**config.mk**
```make
export PLATFORM = sky130hd
export DESIGN_NAME = wide_divider
export DESIGN_NICKNAME = d
export VERILOG_FILES = /design/src/rtl/wdiv_pkg.sv /design/src/rtl/wdiv_prep.sv /design/src/rtl/wdiv_core.sv /design/src/rtl/wdiv_post.sv /design/src/rtl/wide_divider.sv
export SDC_FILE = /design/constraint.sdc
export NUM_CORES = 1
export LEC_CHECK = 0
export CAP_MARGIN = 30
export CORE_UTILIZATION = 40
export CTS_BUF_LIST = sky130_fd_sc_hd__clkbuf_16
export DETAILED_ROUTE_END_ITERATION = 8
export SLEW_MARGIN = 30
export SYNTH_ARGS = -nofsm -noshare
export SYNTH_HDL_FRONTEND = slang
export SYNTH_HIERARCHICAL = 1
export SYNTH_SLANG_ARGS = --single-unit
```
**constraint.sdc**
```tcl
create_clock -name clk -period 3.3 [get_ports clk]
set_input_delay 0.495 -clock clk [delete_from_list [all_inputs] [get_ports clk]]
set_output_delay 0.495 -clock clk [all_outputs]
set_load 0.03 [all_outputs]
```
**src/rtl/wdiv_pkg.sv**
```systemverilog
// Shared types for the double-width divider.
// Assumes nothing beyond a single clock domain.
package wdiv_pkg;
    typedef enum logic [1:0] {
        ST_IDLE = 2'd0,
        ST_RUN  = 2'd1,
        ST_FIN  = 2'd2
    } wdiv_state_e;
endpackage

```
**src/rtl/wdiv_prep.sv**
```systemverilog
// Operand preparation: builds the double-width dividend, takes magnitudes
// in signed mode and derives result signs and the zero-divisor flag.
// Purely combinational; assumes inputs are valid whenever it is sampled.
module wdiv_prep #(
    parameter int W = 32
) (
    input  logic           is_signed,
    input  logic [W-1:0]   hi_word,
    input  logic [W-1:0]   lo_word,
    input  logic [W-1:0]   divisor,
    output logic [2*W-1:0] dvd_mag,
    output logic [W-1:0]   dvs_mag,
    output logic           neg_quo,
    output logic           neg_rem,
    output logic           dvs_zero
);
    logic [2*W-1:0] dvd_full;
    logic           dvd_neg;
    logic           dvs_neg;

    // Form magnitudes and sign information from the raw operands.
    always_comb begin
        dvd_full = {hi_word, lo_word};
        dvd_neg  = is_signed & hi_word[W-1];
        dvs_neg  = is_signed & divisor[W-1];
        dvd_mag  = dvd_neg ? (~dvd_full + 1'b1) : dvd_full;
        dvs_mag  = dvs_neg ? (~divisor + 1'b1) : divisor;
        neg_quo  = dvd_neg ^ dvs_neg;
        neg_rem  = dvd_neg;
        dvs_zero = (divisor == '0);
    end
endmodule

```
**src/rtl/wdiv_core.sv**
```systemverilog
// Restoring shift-subtract engine on unsigned magnitudes.
// One quotient bit per step; after 2*W steps qbits holds the quotient and
// part holds the remainder. Assumes the divisor magnitude is non-zero
// whenever step is asserted.
module wdiv_core #(
    parameter int W = 32
) (
    input  logic           clk,
    input  logic           rst_n,
    input  logic           load,
    input  logic           step,
    input  logic [2*W-1:0] dvd_mag,
    input  logic [W-1:0]   dvs_mag,
    output logic [2*W-1:0] quo_mag,
    output logic [W-1:0]   rem_mag
);
    logic [W-1:0]   part;
    logic [2*W-1:0] qbits;
    logic [W-1:0]   dreg;
    logic [W:0]     shifted;
    logic [W:0]     diff;
    logic           take;

    // Trial subtraction of the divisor from the shifted partial remainder.
    always_comb begin
        shifted = {part, qbits[2*W-1]};
        diff    = shifted - {1'b0, dreg};
        take    = (shifted >= {1'b0, dreg});
    end

    // Load operands or advance one quotient bit.
    always_ff @(posedge clk) begin
        if (!rst_n) begin
            part  <= '0;
            qbits <= '0;
            dreg  <= '0;
        end else if (load) begin
            part  <= '0;
            qbits <= dvd_mag;
            dreg  <= dvs_mag;
        end else if (step) begin
            part  <= take ? diff[W-1:0] : shifted[W-1:0];
            qbits <= {qbits[2*W-2:0], take};
        end
    end

    assign quo_mag = qbits;
    assign rem_mag = part;

    // The partial remainder never reaches the divisor while iterating.
    assert_partial_below_divisor_R6: assert property (
        @(posedge clk) disable iff (!rst_n) step |-> (part < dreg));
endmodule

```
**src/rtl/wdiv_post.sv**
```systemverilog
// Result finishing: range check of the magnitude quotient for the chosen
// mode and sign restoration of quotient and remainder.
// Purely combinational; assumes magnitudes come from a completed run.
module wdiv_post #(
    parameter int W = 32
) (
    input  logic           is_signed,
    input  logic           neg_quo,
    input  logic           neg_rem,
    input  logic [2*W-1:0] quo_mag,
    input  logic [W-1:0]   rem_mag,
    output logic [W-1:0]   quo_out,
    output logic [W-1:0]   rem_out,
    output logic           too_big
);
    logic upper_set;
    logic lower_tail;

    // Decide whether the quotient fits and apply the result signs.
    always_comb begin
        upper_set  = |quo_mag[2*W-1:W];
        lower_tail = |quo_mag[W-2:0];
        if (!is_signed)
            too_big = upper_set;
        else if (neg_quo)
            too_big = upper_set | (quo_mag[W-1] & lower_tail);
        else
            too_big = upper_set | quo_mag[W-1];
        quo_out = neg_quo ? (~quo_mag[W-1:0] + 1'b1) : quo_mag[W-1:0];
        rem_out = neg_rem ? (~rem_mag + 1'b1) : rem_mag;
    end
endmodule

```
**src/rtl/wide_divider.sv**
```systemverilog
// Top of the double-width divider: start/done control, operand capture and
// result registers. Accepts start only when idle, reports a zero divisor
// after one cycle and otherwise after 2*W iterations plus one output cycle.
// Assumes operands are valid in the cycle start is sampled.
module wide_divider
    import wdiv_pkg::*;
#(
    parameter int W = 32
) (
    input  logic         clk,
    input  logic         rst_n,
    input  logic         start,
    input  logic         is_signed,
    input  logic [W-1:0] dvd_hi,
    input  logic [W-1:0] dvd_lo,
    input  logic [W-1:0] dvsr,
    output logic         done,
    output logic         fault,
    output logic [W-1:0] quo,
    output logic [W-1:0] rem
);
    localparam int CNT_W = $clog2(2 * W);
    localparam logic [CNT_W-1:0] LAST_STEP = CNT_W'(2 * W - 1);

    wdiv_state_e    state;
    logic [CNT_W-1:0] cnt;
    logic           mode_r;
    logic           negq_r;
    logic           negr_r;
    logic           zero_r;

    logic [2*W-1:0] dvd_mag;
    logic [W-1:0]   dvs_mag;
    logic           neg_quo;
    logic           neg_rem;
    logic           dvs_zero;
    logic [2*W-1:0] quo_mag;
    logic [W-1:0]   rem_mag;
    logic [W-1:0]   quo_fin;
    logic [W-1:0]   rem_fin;
    logic           too_big;
    logic           accept;

    assign accept = (state == ST_IDLE) && start;

    wdiv_prep #(.W(W)) u_prep (
        .is_signed (is_signed),
        .hi_word   (dvd_hi),
        .lo_word   (dvd_lo),
        .divisor   (dvsr),
        .dvd_mag   (dvd_mag),
        .dvs_mag   (dvs_mag),
        .neg_quo   (neg_quo),
        .neg_rem   (neg_rem),
        .dvs_zero  (dvs_zero)
    );

    wdiv_core #(.W(W)) u_core (
        .clk     (clk),
        .rst_n   (rst_n),
        .load    (accept),
        .step    (state == ST_RUN),
        .dvd_mag (dvd_mag),
        .dvs_mag (dvs_mag),
        .quo_mag (quo_mag),
        .rem_mag (rem_mag)
    );

    wdiv_post #(.W(W)) u_post (
        .is_signed (mode_r),
        .neg_quo   (negq_r),
        .neg_rem   (negr_r),
        .quo_mag   (quo_mag),
        .rem_mag   (rem_mag),
        .quo_out   (quo_fin),
        .rem_out   (rem_fin),
        .too_big   (too_big)
    );

    // Sequence the operation and capture mode and sign information.
    always_ff @(posedge clk) begin
        if (!rst_n) begin
            state  <= ST_IDLE;
            cnt    <= '0;
            mode_r <= 1'b0;
            negq_r <= 1'b0;
            negr_r <= 1'b0;
            zero_r <= 1'b0;
        end else begin
            case (state)
                ST_IDLE: if (start) begin
                    mode_r <= is_signed;
                    negq_r <= neg_quo;
                    negr_r <= neg_rem;
                    zero_r <= dvs_zero;
                    cnt    <= '0;
                    state  <= dvs_zero ? ST_FIN : ST_RUN;
                end
                ST_RUN: begin
                    cnt <= cnt + 1'b1;
                    if (cnt == LAST_STEP) state <= ST_FIN;
                end
                default: state <= ST_IDLE;
            endcase
        end
    end

    // Drive the completion pulse and update results only when no fault.
    always_ff @(posedge clk) begin
        if (!rst_n) begin
            done  <= 1'b0;
            fault <= 1'b0;
            quo   <= '0;
            rem   <= '0;
        end else begin
            done  <= 1'b0;
            fault <= 1'b0;
            if (state == ST_FIN) begin
                done <= 1'b1;
                if (zero_r || too_big) begin
                    fault <= 1'b1;
                end else begin
                    quo <= quo_fin;
                    rem <= rem_fin;
                end
            end
        end
    end

    assert_zero_divisor_fault_R2: assert property (
        @(posedge clk) disable iff (!rst_n)
        (accept && dvsr == '0) |=> ##1 (done && fault));

    assert_hold_on_fault_R7: assert property (
        @(posedge clk) disable iff (!rst_n)
        fault |-> ($stable(quo) && $stable(rem)));

    assert_done_single_R8: assert property (
        @(posedge clk) disable iff (!rst_n) done |=> !done);

    assert_fault_with_done_R8: assert property (
        @(posedge clk) disable iff (!rst_n) fault |-> done);

    assert_run_continues_R9: assert property (
        @(posedge clk) disable iff (!rst_n)
        (state == ST_RUN) |=> (state == ST_RUN || state == ST_FIN));

    assert_quiet_while_running_R10: assert property (
        @(posedge clk) disable iff (!rst_n) (state == ST_RUN) |-> !done);
endmodule

```
# After elaboration in Yosys (flattened, before gate mapping)
# Index checks and enable logic that the tools add are counted.
dict set report op_classes {
  n_eq_ne 5
  n_reduce_logical 14
  n_addsub 6
  order_cmp 1
  mux 17
  bitwise 12
}
# cell count
set ops {}
lappend ops {{$mux 64} 3}
lappend ops {{$mux 32} 4}
lappend ops {{$add 32x1->32 const B} 3}
lappend ops {{$not 32->32} 3}
lappend ops {{$add 64x1->64 const B} 1}
lappend ops {{$not 64->64} 1}
lappend ops {{$ge 33x32->1} 1}
lappend ops {{$logic_not 32->1} 1}
lappend ops {{$reduce_or 32->1} 1}
lappend ops {{$sub 32x32->32} 1}
lappend ops {{$reduce_or 31->1} 1}
lappend ops {{$pmux 6 s2} 1}
lappend ops {{$reduce_and 2->1} 5}
lappend ops {{$add 6x1->6 const B} 1}
lappend ops {{$eq 6x6->1 const B} 1}
lappend ops {{$mux 2} 3}
lappend ops {{$mux 6} 1}
lappend ops {{$mux 1} 4}
lappend ops {{$ne 2x2->1 const B} 2}
lappend ops {{$pmux 2 s2} 1}
lappend ops {{$reduce_bool 2->1} 2}
lappend ops {{$and 1x1->1} 3}
lappend ops {{$eq 2x1->1 const B} 1}
lappend ops {{$eq 2x2->1 const B} 1}
lappend ops {{7 further kinds} 9}
dict set report totals {
  ff_bits 206
  input_bits 100
}

# Longest topological paths before layout
dict set report logic_depth {
  ltp_word 8
  depth_mapped 13
  depth_no_buf 12
}

# Modules after synthesis
# Netlist, hierarchy kept.
# module area_per_inst_um2 cells_each n_inst
set modules_own_cells {}
lappend modules_own_cells {wdiv_core 7473.4 881 1}
lappend modules_own_cells {wide_divider 2815.2 345 1}
lappend modules_own_cells {wdiv_prep 2189.6 339 1}
lappend modules_own_cells {wdiv_post 1522.7 213 1}

# Least setup slack after synthesis
# Ideal clock, no wire load.
dict set report synth_path {
  kind {register -> register}
  start {register u_core.qbits[10] (netlist: u_core/quo_mag[10])}
  end {register quo[10]}
  path_stages_with_launch 11
  arrival_ps 2806
  t_required_ps 3168
  slack_ps 361
  path_buffers 3
  cell_sequence {dfxtp_1 > or4_4 > or4_4 > buf_6 > nor4_1 > o21ai_1 > or4b_1 > buf_4 > buf_6 > nand2_1 > a21oi_1}
}
dict set report synth_between {
  elab_chain_len 8
  word_cells_on_any_way 11
}
# item line
set synth_lines {}
lappend synth_lines {{start, declared} wdiv_core.sv:18} ;# logic [2*W-1:0] qbits;
lappend synth_lines {{start signal, assigned} wdiv_core.sv:39} ;# qbits <= dvd_mag;
lappend synth_lines {{start signal, assigned} wdiv_core.sv:43} ;# qbits <= {qbits[2*W-2:0], take};
lappend synth_lines {{$reduce_or 31->1} wdiv_post.sv:22} ;# lower_tail = |quo_mag[W-2:0];
lappend synth_lines {{$and 1x1->1} wdiv_post.sv:26} ;# too_big = upper_set | (quo_mag[W-1] & lower_tail);
lappend synth_lines {{$or 1x1->1} wdiv_post.sv:26}
lappend synth_lines {{$mux 1} wdiv_post.sv:25} ;# else if (neg_quo)
lappend synth_lines {{$mux 1} wdiv_post.sv:23} ;# if (!is_signed)
lappend synth_lines {{net too_big} wide_divider.sv:41} ;# logic too_big;
lappend synth_lines {{$logic_or 1x1->1} wide_divider.sv:120} ;# if (zero_r || too_big) begin
lappend synth_lines {{$not 1->1 (no line)} --}
lappend synth_lines {{$reduce_and 2->1 (no line)} --}
lappend synth_lines {{end signal, assigned} wide_divider.sv:123} ;# quo <= quo_fin;
lappend synth_lines {{end, declared} wide_divider.sv:19} ;# output logic [W-1:0] quo,
# The timed path passes the listed nets, and every way through them passes these cells.
# A chain may end at the register's enable or synchronous reset.

# Worst setup path in the final report
dict set report layout_path {
  start {register u_core.qbits[12] (netlist: u_core/quo_mag[12])}
  end {register rem[18]}
}
dict set report layout_between {
  elab_chain_len 8
}
# item line
set layout_lines {}
lappend layout_lines {{$reduce_or 31->1} wdiv_post.sv:22}
lappend layout_lines {{$and 1x1->1} wdiv_post.sv:26}
lappend layout_lines {{$or 1x1->1} wdiv_post.sv:26}
lappend layout_lines {{$mux 1} wdiv_post.sv:25}
lappend layout_lines {{$mux 1} wdiv_post.sv:23}
lappend layout_lines {{net too_big} wide_divider.sv:41}
lappend layout_lines {{$logic_or 1x1->1} wide_divider.sv:120}
lappend layout_lines {{$not 1->1 (no line)} --}
lappend layout_lines {{$reduce_and 2->1 (no line)} --}
lappend layout_lines {{end signal, assigned} wide_divider.sv:124} ;# rem <= rem_fin;
lappend layout_lines {{end, declared} wide_divider.sv:20} ;# output logic [W-1:0] rem
# The timed path passes the listed nets, and every way through them passes these cells.

==> results_dict.tcl <==
set metrics [dict create \
    p_seq_share_pct 33.6 \
    p_comb_share_pct 30.5 \
    grt_start_max_net_pins 99 \
    cap_violations 0 \
    p_leak_uw 0.00657 \
    run_status "complete, but fails checks" \
    vdd_drop_max_mv 0.297 \
    p_switching_uw 2600 \
    synthCells 1778 \
    path_class "register to register" \
    path_common_cell "or4_4" \
    layout_common_cells "266 x nand2_1, 205 x dfxtp_1, 164 x clkdlybuf4s50_1" \
    cts_tree "done" \
    gr-total-overflow 0 \
    path_max_fanout 20 \
    max-slew-margin-rel_pct 46.0 \
    slowest_delay_ns 0.69 \
    portBuffers 165 \
    cp.arrival_ns 3.51 \
    io_pins 166 \
    finalHoldViolations 0 \
    final_common_cell "nand2_1" \
    synth_area_sq_um 14000 \
    final_core_util_pct 50.4 \
    seq_area_frac_synth_pct 29.5 \
    synth-edff-count 0 \
    min_from "rem[15]" \
    synthFlopType "dfxtp_1" \
    slew_viol_final 0 \
    cts.clk_slew.worst_paths_ns 0.06 \
    rsz0062_at_grt "false" \
    via_per_inst 5.36 \
    antenna_left 0 \
    power.density_nw_per_um2 469 \
    tightest_slew_ns 0.810 \
    n_antenna_cell 0 \
    syn2layout_area_growth_pct 24.0 \
    ys_async_sr_fraction_pct 0 \
    die_w_um 189 \
    post_cts_buffers 0 \
    design.core.area_sq_um 34500 \
    start_util_pct 40.6 \
    gp_congestion 0.938 \
    p_int_uw 5540 \
    dieArea_sq_um 35800 \
    fin_crit_ns 3.13 \
    numCtsBuffers 24 \
    grt_pass1_vias 12400 \
    ctsLongestPathBuffers 3 \
    die_h_um 189 \
    worst_setup_path_start_kind "register" \
    numClockSinks 206 \
    cp_cell_sequence "or4_4 -> or4_4 -> nor4_2 -> o21ai_2 -> or4b_2 -> buf_4 -> nand2_1 -> a21oi_1" \
    hp-class "register to register" \
    required_ns 3.68 \
    first_iter_violations 851 \
    nets 2096 \
    power.total_uw 8140 \
    ff2ff_path_depth 8 \
    route.detailed.drc 1 \
    grt_pass1_wl_um 65400 \
    yosysWarnings 6 \
    finalCritPeriodShare_pct 94.8 \
    r2r_slack_ns 0.17 \
    finClkSkew_ns 0.0136 \
    wirelength_um 40500 \
    reg2reg_from "u_core/quo_mag[12]" \
    cts-root-buf "clkbuf_16" \
    yosysUniqueCellTypes 81 \
    setup_viol 0 \
    antenna_found_initial 0 \
    violations "design-rule violations" \
    whs_endpoint "rem[15]" \
    endpoint_kind "register" \
    dr.pass1.iters 7 \
    track_usage_pct 22.3 \
    drive_gt1_share_pct 8.71 \
    holdWs_ns 0.454 \
    drt-wirelength-per-cell_um 16.6 \
    p_clk_share_pct 35.9 \
    r2r-end "rem[18]" \
    p_sw_share_pct 31.9 \
    routed-via-count 13000 \
    ys_seq_elements 206 \
    ctsHtreeMaxLevel 1 \
    syn_area_per_cell_sq_um 7.87 \
    cp_slowest_cell "or4b_2" \
    synth_nets 1916 \
    fmax_ghz 0.320 \
    hold_depth 2 \
    hpwlAfterDp_um 30900 \
    clkLatencyLatePin_ns 0.53 \
    placementRows 68 \
]
## cells by family (layout without fill, tap and decap cells)
logic type	count (synthesis)	count (layout)	share of synthesized area (%)
fa+ha+maj	38	38	3.45
buf+inv	161	358	5.03
compound gates	427	427	19.1
flops	206	206	29.5
xor+xnor	174	174	10.9
mux	116	116	8.29
simple gates	656	656	23.8
## registers in the layout, indices dropped and copies added (netlist names), 2 cells and up
name / cells
rem: 32
quo: 32
u_core/dreg: 32
u_core/rem_mag: 32
state: 2
u_core/quo_mag: 64
cnt: 6
## area by class of cell
| class | instances | area [sq um] |
|---|---|---|
| Fill cell | 3364 | 17100 |
| Tap cell | 455 | 569 |
| Clock inverter | 18 | 236 |
| Sequential cell | 206 | 4130 |
| Timing Repair Buffer | 252 | 2370 |
| Clock buffer | 25 | 626 |
| Multi-Input combinational cell | 1411 | 9190 |
| Inverter | 63 | 241 |
## routing by layer
| metal | track usage [%] | part of all wire [%] | routed length [um] |
|---|---|---|---|
| met1 | 29.6 | 47 | 19000 |
| met2 | 37.7 | 46 | 18600 |
| met3 | 2.58 | 4.0 | 1630 |
| met4 | 6.73 | 3.0 | 1210 |
| met5 | 0 | 0 | 0 |
## synthesized netlist by cell type (all sizes together), types with 7 or more instances
master,instances,area [sq um]
o31ai,34,275
dfxtp,206,4120
clkbuf,67,251
or4,15,128
and2,72,453
ha,37,463
nor3,37,211
nand2,266,998
nor2b,41,257
nand2b,8,50.1
a21oi,143,731
a31oi,22,138
o41ai,27,278
nand3,27,150
nor4,33,246
mux2i,116,1160
o21ai,121,606
nor2,87,334
nand4,19,125
a21boi,7,52.6
or2,9,56.3
inv,60,225
a21o,17,128
a211oi,22,170
buf,31,216
or3,19,119
xnor2,112,981
xor2,62,543
## worst max path at each step
| stage | startpoint | endpoint | slack, ns | depth (start not counted) |
|---|---|---|---|---|
| 4_1_cts | u_core/quo_mag[12] | rem[29] | 0.07 | 8 |
| 2_1_floorplan | u_core/quo_mag[10] | quo[10] | 0.36 | 10 |
| 3_3_place_gp | dvsr[23] | state[1] | 0.08 | 9 |
| 3_5_place_dp | dvsr[23] | state[1] | -0.0008 | 9 |
| 6_report | u_core/quo_mag[12] | rem[18] | 0.17 | 8 |
| 5_1_grt | u_core/quo_mag[12] | rem[18] | 0.04 | 8 |
## stage by stage
| stage | std cells | cell area, sq um | setup TNS [ns] | setup WS [ns] |
|---|---|---|---|---|
| 5_1_grt | 2430 | 17400 | 0 | 0.0372 |
| 4_1_cts | 2430 | 17300 | 0 | 0.0698 |
| 3_3_place_gp | 2387 | 16500 | 0 | 0.0753 |
| 6_report | 2430 | 17400 | 0 | 0.171 |
| 2_1_floorplan | 1778 | 14000 | 0 | 0.361 |
| 3_5_place_dp | 2387 | 16500 | -0.000827 | -0.000827 |
## critical path, delay by kind of cell (launching register included)
family,cells,cell delay (ns)
buffers and inverters,1,0.24
AO/OA/AOI/OAI,2,0.18
flip-flops,1,0.34
AND/OR/NAND/NOR,5,2.22
## power by group through the flow
stage / Sequential (uW) / Combinational (uW) / Clock [uW]
after global routing: 2750 / 2730 / 3080
after CTS: 2730 / 2460 / 2980
final: 2730 / 2490 / 2920
after floorplan: 2770 / 1720 / 0
after global placement: 2780 / 2430 / 0
after detailed placement: 2790 / 2450 / 0
## what timing repair did
action                                  4_1_cts  5_1_grt
gates resized for setup                       0        7
endpoints found under the setup margin        0       46
hold buffers                                  0        0
Power figures use the tool's default switching activity.
